$ cat src/rtl/mtr_tmr_pkg.sv
package mtr_tmr_pkg;

   typedef enum logic {
      EDGE_RISE = 1'b0,
      EDGE_FALL = 1'b1
   } stop_edge_e;

   localparam int unsigned MIN_CNT_W   = 2;
   localparam int unsigned MAX_CNT_W   = 16;
   localparam int unsigned MAX_N_OUT   = 16;
   localparam int unsigned MIN_SYNC    = 2;
   localparam int unsigned MAX_SYNC    = 4;

   function automatic logic edge_hit(input stop_edge_e sel, input logic now_lvl, input logic old_lvl);
      logic rise;
      logic fall;
      rise = now_lvl & ~old_lvl;
      fall = ~now_lvl & old_lvl;
      return (sel == EDGE_FALL) ? fall : rise;
   endfunction

endpackage

$ cat src/rtl/mtr_tmr_cnt.sv
module mtr_tmr_cnt #(
   parameter int unsigned CNT_W = 10
) (
   input  logic             clk,
   input  logic             rst_n,
   input  logic             run,
   input  logic [CNT_W-1:0] reload,
   output logic [CNT_W-1:0] cnt_o,
   output logic             uflow_o,
   output logic             irq_o
);
   localparam logic [CNT_W-1:0] ZERO = '0;
   localparam logic [CNT_W-1:0] ONE  = {{(CNT_W-1){1'b0}}, 1'b1};

   logic [CNT_W-1:0] cnt_q;
   logic             irq_q;
   logic             uflow;

   assign uflow = run && (cnt_q == ZERO);

   always_ff @(posedge clk) begin
      if (!rst_n) begin
         cnt_q <= ZERO;
         irq_q <= 1'b0;
      end else begin
         irq_q <= uflow;
         if (!run || uflow) begin
            cnt_q <= reload;
         end else begin
            cnt_q <= cnt_q - ONE;
         end
      end
   end

   assign cnt_o   = cnt_q;
   assign uflow_o = uflow;
   assign irq_o   = irq_q;
endmodule

$ cat src/rtl/mtr_tmr_chan.sv
module mtr_tmr_chan #(
   parameter int unsigned CNT_W = 10
) (
   input  logic             clk,
   input  logic             rst_n,
   input  logic             run,
   input  logic [CNT_W-1:0] cnt,
   input  logic             uflow,
   input  logic [CNT_W-1:0] cmp,
   output logic             lvl_o
);
   logic lvl_q;
   logic hit;

   assign hit = (cnt == cmp);

   always_ff @(posedge clk) begin
      if (!rst_n) begin
         lvl_q <= 1'b0;
      end else if (!run || uflow) begin
         lvl_q <= 1'b0;
      end else if (hit) begin
         lvl_q <= 1'b1;
      end
   end

   assign lvl_o = lvl_q;
endmodule

$ cat src/rtl/mtr_tmr_sdn.sv
module mtr_tmr_sdn
   import mtr_tmr_pkg::*;
#(
   parameter int unsigned SYNC_DEPTH = 2
) (
   input  logic clk,
   input  logic rst_n,
   input  logic run,
   input  logic pin,
   input  logic edge_sel,
   input  logic pin_en,
   input  logic wdt_evt,
   input  logic wdt_en,
   input  logic clr,
   output logic stop_o
);
   logic [SYNC_DEPTH-1:0] sync_q;
   logic                  last_q;
   logic                  stop_q;
   logic                  pin_trig;
   logic                  wdt_trig;
   stop_edge_e            sel;

   assign sel = stop_edge_e'(edge_sel);

   always_ff @(posedge clk) begin
      if (!rst_n) begin
         sync_q <= '0;
         last_q <= 1'b0;
      end else begin
         sync_q <= {sync_q[SYNC_DEPTH-2:0], pin};
         last_q <= sync_q[SYNC_DEPTH-1];
      end
   end

   assign pin_trig = pin_en && run && edge_hit(sel, sync_q[SYNC_DEPTH-1], last_q);
   assign wdt_trig = wdt_en && wdt_evt;

   always_ff @(posedge clk) begin
      if (!rst_n) begin
         stop_q <= 1'b0;
      end else if (pin_trig || wdt_trig) begin
         stop_q <= 1'b1;
      end else if (clr) begin
         stop_q <= 1'b0;
      end
   end

   assign stop_o = stop_q;
endmodule

$ cat src/rtl/mtr_tmr.sv
module mtr_tmr
   import mtr_tmr_pkg::*;
#(
   parameter int unsigned CNT_W      = 10,
   parameter int unsigned N_OUT      = 6,
   parameter int unsigned SYNC_DEPTH = 2
) (
   input  logic                   clk,
   input  logic                   rst_n,
   input  logic                   run,
   input  logic                   edge_sel,
   input  logic                   pin_stop_en,
   input  logic                   wdt_stop_en,
   input  logic                   stop_clr,
   input  logic [CNT_W-1:0]       reload_val,
   input  logic [N_OUT*CNT_W-1:0] cmp_val,
   input  logic [N_OUT-1:0]       out_en,
   input  logic                   stop_pin,
   input  logic                   wdt_evt,
   output logic                   irq,
   output logic [N_OUT-1:0]       pwm_o,
   output logic [N_OUT-1:0]       pwm_oe
);
   localparam int unsigned CMP_BITS = N_OUT * CNT_W;

   if (CNT_W < MIN_CNT_W || CNT_W > MAX_CNT_W) begin : g_bad_cnt_w
      $error("mtr_tmr: CNT_W out of range");
   end
   if (N_OUT < 1 || N_OUT > MAX_N_OUT) begin : g_bad_n_out
      $error("mtr_tmr: N_OUT out of range");
   end
   if (SYNC_DEPTH < MIN_SYNC || SYNC_DEPTH > MAX_SYNC) begin : g_bad_sync
      $error("mtr_tmr: SYNC_DEPTH out of range");
   end
   if (CMP_BITS != $bits(cmp_val)) begin : g_bad_cmp
      $error("mtr_tmr: compare bus width mismatch");
   end

   logic [CNT_W-1:0] cnt;
   logic             uflow;
   logic [N_OUT-1:0] lvl;
   logic             stop_q;

   mtr_tmr_cnt #(
      .CNT_W (CNT_W)
   ) u_cnt (
      .clk     (clk),
      .rst_n   (rst_n),
      .run     (run),
      .reload  (reload_val),
      .cnt_o   (cnt),
      .uflow_o (uflow),
      .irq_o   (irq)
   );

   for (genvar ch = 0; ch < N_OUT; ch++) begin : g_chan
      mtr_tmr_chan #(
         .CNT_W (CNT_W)
      ) u_chan (
         .clk   (clk),
         .rst_n (rst_n),
         .run   (run),
         .cnt   (cnt),
         .uflow (uflow),
         .cmp   (cmp_val[ch*CNT_W +: CNT_W]),
         .lvl_o (lvl[ch])
      );
   end

   mtr_tmr_sdn #(
      .SYNC_DEPTH (SYNC_DEPTH)
   ) u_sdn (
      .clk      (clk),
      .rst_n    (rst_n),
      .run      (run),
      .pin      (stop_pin),
      .edge_sel (edge_sel),
      .pin_en   (pin_stop_en),
      .wdt_evt  (wdt_evt),
      .wdt_en   (wdt_stop_en),
      .clr      (stop_clr),
      .stop_o   (stop_q)
   );

   assign pwm_oe = out_en & {N_OUT{~stop_q}};
   assign pwm_o  = lvl & pwm_oe;
endmodule

$ cat config.mk
export PLATFORM = sky130hd
export DESIGN_NAME = mtr_tmr
export DESIGN_NICKNAME = d
export VERILOG_FILES = /design/src/rtl/mtr_tmr_pkg.sv /design/src/rtl/mtr_tmr_cnt.sv /design/src/rtl/mtr_tmr_chan.sv /design/src/rtl/mtr_tmr_sdn.sv /design/src/rtl/mtr_tmr.sv
export SDC_FILE = /design/constraint.sdc
export NUM_CORES = 1
export LEC_CHECK = 0
export BUFFER_PORTS_ARGS = -buffer_cell sky130_fd_sc_hd__clkbuf_2
export CORE_UTILIZATION = 44
export DETAILED_ROUTE_END_ITERATION = 16
export PLACE_DENSITY = 0.81
export SLEW_MARGIN = 5
export SYNTH_ARGS = -nofsm -noshare
export SYNTH_HDL_FRONTEND = slang
export SYNTH_HIERARCHICAL = 1
export SYNTH_SLANG_ARGS = --single-unit
$ cat constraint.sdc
create_clock -name clk -period 2.68 [get_ports clk]
set_clock_uncertainty 0.15 [all_clocks]
set_input_delay 0.268 -clock clk [delete_from_list [all_inputs] [get_ports clk]]
set_output_delay 0.268 -clock clk [all_outputs]
set_load 0.01 [all_outputs]
==> out/qor.csv, run 1 <==
metric;value;unit
Worst Path Arrival;2250;ps
routed vias;1756;
Clock Sinks;21;
post-cts gate resize count;0;
Die Ht;63.71;um
final setup vio count;0;
Worst Hold Class;input port to flip-flop;
drt first pass iters;4;
Inserted Clock Buffers;3;
Diodes inserted;0;
fraction of layout cells with a size suffix above 1;38.98;%
count of pins on the block boundary;98;
Crit path required time;2680;ps
cell with the biggest individual delay on the critical path;sky130_fd_sc_hd__or4b_1;
Clock Power Share;22.5;%
CP endpoint kind;flip-flop;
total count of max-transition violations in the final report;0;
P&R area growth vs syn;36.82;%
Netlist cell types;35;
Initial Utilization;45.76;%
area of the die;4058;um^2
core outline area;3661;um^2
Peak supply drop;0.0002218;V
total overflow reported by the global router;0;
startpoint type of the worst setup path;flip-flop;
Site Rows;22;
Post-Synthesis Cell Area;1675;um^2
GRT Total Usage;23.53;%
Inst Count DP;339;
wire length of the first global-routing pass;7417;um
clock tree from TritonCTS;built;
number of warning messages in the yosys log;6;
dominant synthesized flop cell;sky130_fd_sc_hd__dfxtp_1;
detailed placer's ending HPWL;3623;um
post-place setup slack;469.3;ps
count of antenna-violating nets left after detailed routing;0;
number of standard cells in the layout, taps in and fillers out;343;
clock insertion delay at the later pin of the skew report;260;ps
post-route worst setup slack;434.9;ps
Worst Path Class, Setup;flip-flop to flip-flop;
max incr delay on CP;590;ps
post-layout power;937.1;uW
max frequency;445.4;MHz
switching share of total power;33.30;%
register clock-pin slew on the reported worst setup and hold paths;80;ps
internal power summed over all cells;625.0;uW
routability congestion estimate from global placement;0.7953;
setup repair after global routing missed its margin;false;
setup_tns;0;ps
Seq cells post-synth;21;
count of routing violations after the opening detailed-route iteration;58;
sequential cell area fraction in the yosys report;25.09;%
top cell type's share of synthesized area;25.09;%
maximum number of pins on one net before global-route repair;20;
ratio of total power to cell area;408.8;nW/um^2
run status;completed;
routed via count divided by cell count;5.120;
proportion of power drawn by combinational gates;38.6;%
time the final worst path needs with I/O delays and setup;2245;ps
DRC violations left;0;
crit path from;u_cnt/cnt_o[0];
biggest area contributors in the synthesized netlist;sky130_fd_sc_hd__dfxtp_1, sky130_fd_sc_hd__xnor2_1, sky130_fd_sc_hd__xor2_1;
nets@finish;382;
proportion of synthesized flip-flops having asynchronous set or reset;0;%
final worst-path cycle share;83.77;%
most numerous cell in the Yosys netlist;sky130_fd_sc_hd__xnor2_1;
initial antenna violation count;0;
setup repair bufs after CTS;0;
Max Root-Sink Buffers;2;
switching power;312.1;uW
cell type with the highest aggregate area in the netlist;sky130_fd_sc_hd__dfxtp_1;
R2R Path Start;u_cnt/cnt_o[0];
CP cell instances;inv_1, ha_1, or4b_1, nor4b_1, buf_4, and3b_1, nand4_1, o21ai_1;
Hold Violations, Final;0;
number of flops mapped to enable cells by yosys;0;
Post-Syn Instances;190;
final routed wire length divided by cell count;13.12;um
Total Routed Length;4500;um
list of most frequent post-synthesis cells;sky130_fd_sc_hd__xnor2_1, sky130_fd_sc_hd__xor2_1, sky130_fd_sc_hd__dfxtp_1;
CTS root buf;sky130_fd_sc_hd__clkbuf_8;
horizontal extent of the die;63.71;um
H-tree levels;1;
final-layout worst hold slack;63.09;ps
power share of the sequential group;38.9;%
worst max-slew margin expressed relative to the limit;66.24;%
number of buffers inserted by port buffering;97;
maximum net fanout on the critical path;7;
hold_buf cts;0;
transition time at the pin with the least slew margin;505.8;ps
average footprint of a synthesized cell;8.818;um^2
Pleak;1.056;nW
hold wc startpoint;stop_pin;
number of maximum-capacitance constraint violations;0;
Post-Synthesis Net Count;276;
vias in the first global route;1682;
state kept, by name, indices dropped and copies added, names as in the netlist:
register	flops
u_cnt/cnt_o	10
g_chan.u_chan/lvl_o	6
u_sdn/sync_q	2
u_cnt/irq_o	1
u_sdn/last_q	1
u_sdn/stop_o	1
per-layer routing:
metal / track usage (%) / part of all wire [%] / up-vias
met5: 0 / 0 / -
met2: 42.29 / 49 / 73
met1: 28.54 / 45 / 794
met3: 3.986 / 5.8 / 4
li1: - / - / 885
met4: 5.966 / 0.78 / 0
area by class of cell:
type,count,area (um^2)
Tap cell,48,60.06
Fill cell,344,1369
Sequential cell,21,420.4
Timing Repair Buffer,104,538.0
Clock buffer,3,41.29
Clock inverter,1,5.005
Inverter,4,15.01
Multi-Input combinational cell,162,1212
worst paths after layout:
kind | to | slack [ps] | depth (start not counted)
worst max-delay path | g_chan[4].u_chan/lvl_o | 430 | 8
worst min-delay path | u_sdn/sync_q[0] | 60 | 2
worst max register to register | g_chan[4].u_chan/lvl_o | 430 | 8
worst min register to register | u_sdn/sync_q[1] | 290 | 1
cell families after synthesis:
family | Yosys count | share of synthesized area [%]
compound gates | 27 | 10.98
xor+xnor | 65 | 33.98
fa+ha+maj | 1 | 0.7467
buf+inv | 7 | 2.539
flops | 21 | 25.09
mux | 1 | 0.5975
simple gates | 68 | 26.06
worst max-delay path: cells and delay by family, from the launching register on:
kind	cells	cell delay [ps]
fa+ha+maj	1	190
compound gates	1	80
buf+inv	2	260
simple gates	4	1140
flops	1	310
power by group through the flow:
stage | registers, mW | clock network (mW) | logic [mW]
after floorplan | 0.388 | 0 | 0.207
after global placement | 0.372 | 0 | 0.353
after detailed placement | 0.372 | 0 | 0.360
after CTS | 0.365 | 0.216 | 0.363
after global routing | 0.370 | 0.235 | 0.397
final | 0.365 | 0.211 | 0.362
placed cells by master (no fill, tap or decap), types with 2 or more instances in the layout:
cell                       synthesis  layout
sky130_fd_sc_hd__o21ai_1           6       6
sky130_fd_sc_hd__or4_1             2       2
sky130_fd_sc_hd__a21oi_1           5       5
sky130_fd_sc_hd__or3b_2            2       2
sky130_fd_sc_hd__a211oi_1          2       2
sky130_fd_sc_hd__dfxtp_1          21      21
sky130_fd_sc_hd__nand4_1          12      12
sky130_fd_sc_hd__nor4_1            7       7
sky130_fd_sc_hd__xnor2_1          41      41
sky130_fd_sc_hd__and2_1            3       3
sky130_fd_sc_hd__nand2_1           9       9
sky130_fd_sc_hd__o21ai_0           6       6
sky130_fd_sc_hd__clkbuf_2          0      97
sky130_fd_sc_hd__clkbuf_8          0       3
sky130_fd_sc_hd__nor2_1            8       8
sky130_fd_sc_hd__xor2_1           24      24
sky130_fd_sc_hd__inv_1             4       4
sky130_fd_sc_hd__and3b_1          13      13
sky130_fd_sc_hd__nor2b_1           6       6
sky130_fd_sc_hd__buf_4             0       7
metrics by stage:
step,cell area (um^2),utilization [%]
floorplan,1675,-
global placement,2246,61.35
detailed placement,2246,61.35
CTS,2292,62.61
global route,2292,62.61
finish,2292,62.61
Power figures use the tool's default switching activity.
==> run 2: changes to the inputs <==
- clock period: 2.68 -> 2.3 ns (I/O delays scaled with it)
==> run 2 against run 1 <==
Wire length up 4.2%. Setup slack worse by 350 ps. Final area up 2.2%. Largest cell class unchanged. Largest power group is now combinational cells. Highest routed layer unchanged.
==> out/qor.csv, run 2 (same netlist as run 1, synthesis figures left out) <==
metric;value;unit;change
Worst Path Arrival;2180;ps;-70 ps
drt first pass iters;4;;unchanged
DRC violations left;0;;unchanged
fraction of layout cells with a size suffix above 1;40.00;%;+1.0 points
detailed placer's ending HPWL;3868;um;+6.8%
max frequency;450.5;MHz;+1.1%
met2 Usage GRT;47.61;%;+5.3 points
time the final worst path needs with I/O delays and setup;2220;ps;-25.40 ps
final worst-path cycle share;96.51;%;+13 points
initial antenna violation count;0;;unchanged
final setup vio count;0;;unchanged
H-tree levels;1;;unchanged
Hold Violations, Final;0;;unchanged
core outline area;3661;um^2;unchanged
horizontal extent of the die;63.71;um;unchanged
routed via count divided by cell count;5.204;;+1.7%
Inserted Clock Buffers;3;;unchanged
number of maximum-capacitance constraint violations;0;;unchanged
area of the die;4058;um^2;unchanged
register clock-pin slew on the reported worst setup and hold paths;70;ps;about the same
number of standard cells in the layout, taps in and fillers out;348;;+1.5%
nets@finish;387;;+1.3%
Diodes inserted;0;;unchanged
GR Util met1;27.94;%;-0.60 points
count of antenna-violating nets left after detailed routing;0;;unchanged
Initial Utilization;45.76;%;unchanged
maximum number of pins on one net before global-route repair;20;;unchanged
ratio of total power to cell area;474.7;nW/um^2;+16%
Worst Path Class, Setup;flip-flop to flip-flop;;
vias in the first global route;1896;;+13%
run status;completed;;
Worst Hold Class;input port to flip-flop;;
Peak supply drop;0.0002320;V;+4.6%
peak-usage layer in the global routing report;met2;;
P&R area growth vs syn;39.88;%;
cell with the biggest individual delay on the critical path;sky130_fd_sc_hd__or4b_1;;
CP cell instances;inv_1, ha_1, or4b_1, buf_4, o31a_4, nor2_1, a311oi_1;;
hold_buf cts;0;;unchanged
startpoint type of the worst setup path;flip-flop;;
transition time at the pin with the least slew margin;491.4;ps;-14.41 ps
total count of max-transition violations in the final report;0;;unchanged
Pleak;1.085;nW;+2.7%
GRT Total Usage;24.91;%;+1.4 points
number of buffers inserted by port buffering;97;;unchanged
routability congestion estimate from global placement;0.8286;;+4.2%
worst max-slew margin expressed relative to the limit;66.94;%;+0.70 points
Inst Count DP;344;;+1.5%
Clock Sinks;21;;unchanged
max reg flops;10;;unchanged
total overflow reported by the global router;0;;unchanged
Crit path required time;2260;ps;-420 ps
CP endpoint kind;flip-flop;;
CTS root buf;sky130_fd_sc_hd__clkbuf_8;;
commonest non-fill, non-tap cells in the layout;sky130_fd_sc_hd__clkbuf_2, sky130_fd_sc_hd__xnor2_1, sky130_fd_sc_hd__xor2_1, sky130_fd_sc_hd__dfxtp_1, sky130_fd_sc_hd__and3b_1;;
Total Routed Length;4688;um;+4.2%
Site Rows;22;;unchanged
max incr delay on CP;540;ps;-50 ps
maximum net fanout on the critical path;15;;+8
clock insertion delay at the later pin of the skew report;250;ps;about the same
routed vias;1811;;+3.1%
clock tree from TritonCTS;built;;
wire length of the first global-routing pass;8045;um;+8.5%
setup_tns;0;ps;unchanged
setup repair after global routing missed its margin;false;;
count of pins on the block boundary;98;;unchanged
Die Ht;63.71;um;unchanged
commonest non-fill, non-tap cell in the layout;sky130_fd_sc_hd__clkbuf_2;;
count of routing violations after the opening detailed-route iteration;56;;-3.4%
Max Root-Sink Buffers;2;;unchanged
M3 GR Usage;4.348;%;+0.36 points
final routed wire length divided by cell count;13.47;um;+2.7%
## run 2: cell count changes in the layout (fill, tap and decap cells not counted), sizes merged
| cell | before | now |
|---|---|---|
| clkbuf | 100 | 101 |
| buf | 7 | 12 |
| clkinv | 1 | 0 |
## run 2: path summary, 6_finish.rpt
kind                                              from                endpoint  slack [ps]  cells past startpoint
worst max register to register          u_cnt/cnt_o[0]          u_cnt/cnt_o[4]          80                      7
worst min register to register  g_chan[0].u_chan/lvl_o  g_chan[0].u_chan/lvl_o         300                      2
worst max-delay path                    u_cnt/cnt_o[0]          u_cnt/cnt_o[4]          80                      7
worst min-delay path                          stop_pin         u_sdn/sync_q[0]          50                      2
## run 2: repair_timing
item                                    in CTS  in global routing
setup buffers                                0                  0
resized for setup                            0                  1
endpoints found under the setup margin       0                  6
## run 2: metrics by stage
step,instance area (um^2),power (mW),setup WS (ps),utilization (%),hold WS (ps)
after floorplan,1682,0.6952,94.64,-,169.4
after global placement,2290,0.8654,163.9,62.54,263.4
after detailed placement,2290,0.8783,87.90,62.54,292.7
after CTS,2335,1.113,62.46,63.77,44.49
after global routing,2344,1.184,23.79,64.01,36.30
final,2344,1.112,80.25,64.01,46.88
## run 2: critical path, delay by kind of cell, from the launching register on
kind | cells | cell delay, ps
and+or+nand+nor | 2 | 680
AOI/OAI and AO/OA | 2 | 430
DFF | 1 | 310
buffers and inverters | 2 | 280
adders and majority gates | 1 | 220
## run 2: where the power goes
group | leakage, nW | internal (mW) | switching, mW
Sequential | 0.173 | 0.387 | 0.0205
Clock | 0.0228 | 0.123 | 0.112
Combinational | 0.889 | 0.238 | 0.233
## run 2: layout make-up
type,instances,area (um^2)
clock buffers,4,45.04
fillers,308,1318
inverters,4,15.01
multi-input cells,162,1227
flip-flops and latches,21,420.4
well taps,48,60.06
repair buffers,109,575.6
## run 2: layer usage
| metal | share of wire, % | vias to the layer above | wire length, um |
|---|---|---|---|
| met5 | 0 | - | 0 |
| met4 | 1.0 | 0 | 49 |
| met3 | 7.4 | 6 | 345 |
| met2 | 52 | 79 | 2429 |
| met1 | 40 | 833 | 1863 |
| li1 | - | 893 | - |
==> run 3: changes to the inputs <==
- REMOVE_ABC_BUFFERS: default -> 1
==> run 3 against run 2 <==
Total power decreased by 0.51%. Flip-flop and latch count did not move. Die area did not move. Clock-buffer cell count stayed put. Critical path depth down 2. Global-route usage is 0.15 points lower. Non-clock buffer count decreased by 1. Sequential share of layout area rose by 0.13 points. Hold slack worse by 15 ps. Largest cell class unchanged. Largest power group unchanged. Highest routed layer unchanged.
==> out/qor.csv, run 3 (same netlist as run 1, synthesis figures left out) <==
metric;value;unit;change
run status;completed;;
CTS root buf;sky130_fd_sc_hd__clkbuf_8;;
Pleak;1.075;nW;-0.91%
max reg flops;10;;unchanged
CP endpoint kind;flip-flop;;
drt first pass iters;4;;unchanged
R2R Path Start;u_cnt/cnt_o[0];;
multi-input combinational cell area;1219;um^2;-0.71%
GRT Total Usage;24.76;%;-0.15 points
wire length of the first global-routing pass;7886;um;-2.0%
startpoint type of the worst setup path;flip-flop;;
vias in the first global route;1835;;-3.2%
register cell area after layout;420.4;um^2;unchanged
max frequency;468.5;MHz;+4.0%
ratio of total power to cell area;475.6;nW/um^2;+0.19%
commonest non-fill, non-tap cell in the layout;sky130_fd_sc_hd__clkbuf_2;;
Peak supply drop;0.0003187;V;+37%
Fill cells;352;;+14%
Die Ht;63.71;um;unchanged
P&R area growth vs syn;38.91;%;
Worst Hold End;u_sdn/sync_q[0];;
Worst Hold Class;input port to flip-flop;;
DRC violations left;0;;unchanged
hold wc startpoint;stop_pin;;
number of maximum-capacitance constraint violations;0;;unchanged
count of antenna-violating nets left after detailed routing;0;;unchanged
worst max-slew margin expressed relative to the limit;64.12;%;-2.8 points
Diodes inserted;0;;unchanged
Hold Violations, Final;0;;unchanged
maximum number of pins on one net before global-route repair;20;;unchanged
clock insertion delay at the later pin of the skew report;260;ps;about the same
nets@finish;386;;-0.26%
number of buffers inserted by port buffering;97;;unchanged
number of stages on the worst hold path;2;;unchanged
final routed wire length divided by cell count;13.44;um;-0.20%
Inserted Clock Buffers;3;;unchanged
number of standard cells in the layout, taps in and fillers out;347;;-0.29%
final worst-path cycle share;92.79;%;-3.7 points
H-tree levels;1;;unchanged
horizontal extent of the die;63.71;um;unchanged
routed via count divided by cell count;5.078;;-2.4%
count of routing violations after the opening detailed-route iteration;79;;+41%
FF-to-FF End;u_cnt/cnt_o[9];;
maximum net fanout on the critical path;8;;-7
R2R Setup Slk;170;ps;+90 ps
setup repair bufs after CTS;0;;unchanged
final-layout worst hold slack;31.95;ps;-14.93 ps
Clock Sinks;21;;unchanged
Crit path required time;2280;ps;+20 ps
time the final worst path needs with I/O delays and setup;2134;ps;-85.47 ps
Worst Path Class, Setup;flip-flop to flip-flop;;
Total Routed Length;4665;um;-0.49%
Layout Utilization;63.57;%;-0.44 points
Worst Path Arrival;2120;ps;-60 ps
Initial Utilization;45.76;%;unchanged
detailed placer's ending HPWL;3724;um;-3.7%
core outline area;3661;um^2;unchanged
initial antenna violation count;0;;unchanged
total overflow reported by the global router;0;;unchanged
Register-to-Register Path Depth;5;;-2
Site Rows;22;;unchanged
clock tree from TritonCTS;built;;
total count of max-transition violations in the final report;0;;unchanged
fraction of layout cells with a size suffix above 1;39.80;%;-0.20 points
setup repair after global routing missed its margin;false;;
Max Root-Sink Buffers;2;;unchanged
Inst Count DP;343;;-0.29%
routed vias;1762;;-2.7%
routability congestion estimate from global placement;0.8539;;+3.1%
area of the die;4058;um^2;unchanged
register clock-pin slew on the reported worst setup and hold paths;80;ps;about the same
final setup vio count;0;;unchanged
commonest non-fill, non-tap cells in the layout;sky130_fd_sc_hd__clkbuf_2, sky130_fd_sc_hd__xnor2_1, sky130_fd_sc_hd__xor2_1, sky130_fd_sc_hd__dfxtp_1, sky130_fd_sc_hd__and3b_1;;
transition time at the pin with the least slew margin;537.4;ps;+46.04 ps
count of pins on the block boundary;98;;unchanged
==> run 3: cell types whose count changed in the layout (fill, tap and decap cells not counted) <==
| cell | before | now |
|---|---|---|
| sky130_fd_sc_hd__buf_4 | 12 | 11 |
| sky130_fd_sc_hd__nor4b_2 | 0 | 1 |
| sky130_fd_sc_hd__nor4b_4 | 1 | 0 |
==> run 3: where the power goes <==
part / total, mW / internal, mW / switching [mW]
clock network: 0.242 / 0.123 / 0.119
registers: 0.408 / 0.387 / 0.0218
logic: 0.457 / 0.232 / 0.224
total: 1.11 / 0.742 / 0.365
==> run 3: worst max path at each step <==
| stage | startpoint | to |
|---|---|---|
| after floorplan | u_cnt/cnt_o[0] | g_chan[0].u_chan/lvl_o |
| after global placement | u_cnt/cnt_o[0] | u_cnt/cnt_o[9] |
| after detailed placement | u_cnt/cnt_o[0] | u_cnt/cnt_o[9] |
| after CTS | u_cnt/cnt_o[0] | g_chan[0].u_chan/lvl_o |
| after global routing | u_cnt/cnt_o[0] | g_chan[3].u_chan/lvl_o |
| final | u_cnt/cnt_o[0] | u_cnt/cnt_o[9] |
==> run 3: stage by stage <==
| stage | power (mW) | area (um^2) | setup TNS, ps | setup WS (ps) |
|---|---|---|---|---|
| CTS | 1.103 | 2321 | 0 | 140.7 |
| detailed placement | 0.8669 | 2276 | 0 | 221.9 |
| finish | 1.107 | 2327 | 0 | 165.7 |
| floorplan | 0.6859 | 1648 | -434.0 | -72.33 |
| global placement | 0.8537 | 2276 | 0 | 249.6 |
| global route | 1.178 | 2327 | 0 | 66.63 |
==> run 3: cell type report <==
type / instances / share of cell area, %
sequential: 21 / 18.06
clock buffer: 4 / 1.935
inverter: 4 / 0.6452
timing repair buffer: 108 / 24.41
multi-input combinational: 162 / 52.37
tap: 48 / 2.581
==> run 3: metal layers <==
layer | GRT usage (%) | vias to the layer above | part of all wire (%)
met4 | 7.955 | 0 | 1.2
met3 | 4.348 | 6 | 5.5
met5 | 0 | - | 0
met2 | 45.48 | 80 | 50
met1 | 28.48 | 788 | 43
li1 | - | 888 | -
==> run 3: critical path: stages (launching register included) <==
cell and delay, ps:
sky130_fd_sc_hd__dfxtp_1 320, sky130_fd_sc_hd__buf_4 180, sky130_fd_sc_hd__or4_1 650, sky130_fd_sc_hd__or3b_2 490, sky130_fd_sc_hd__o22ai_1 150, sky130_fd_sc_hd__a21oi_1 80
==> run 3: what timing repair did <==
item | CTS | global route
hold endpoints to repair | 0 | 0
hold buffers | 0 | 0
resized for setup | 0 | 1
endpoints found under the setup margin | 0 | 2
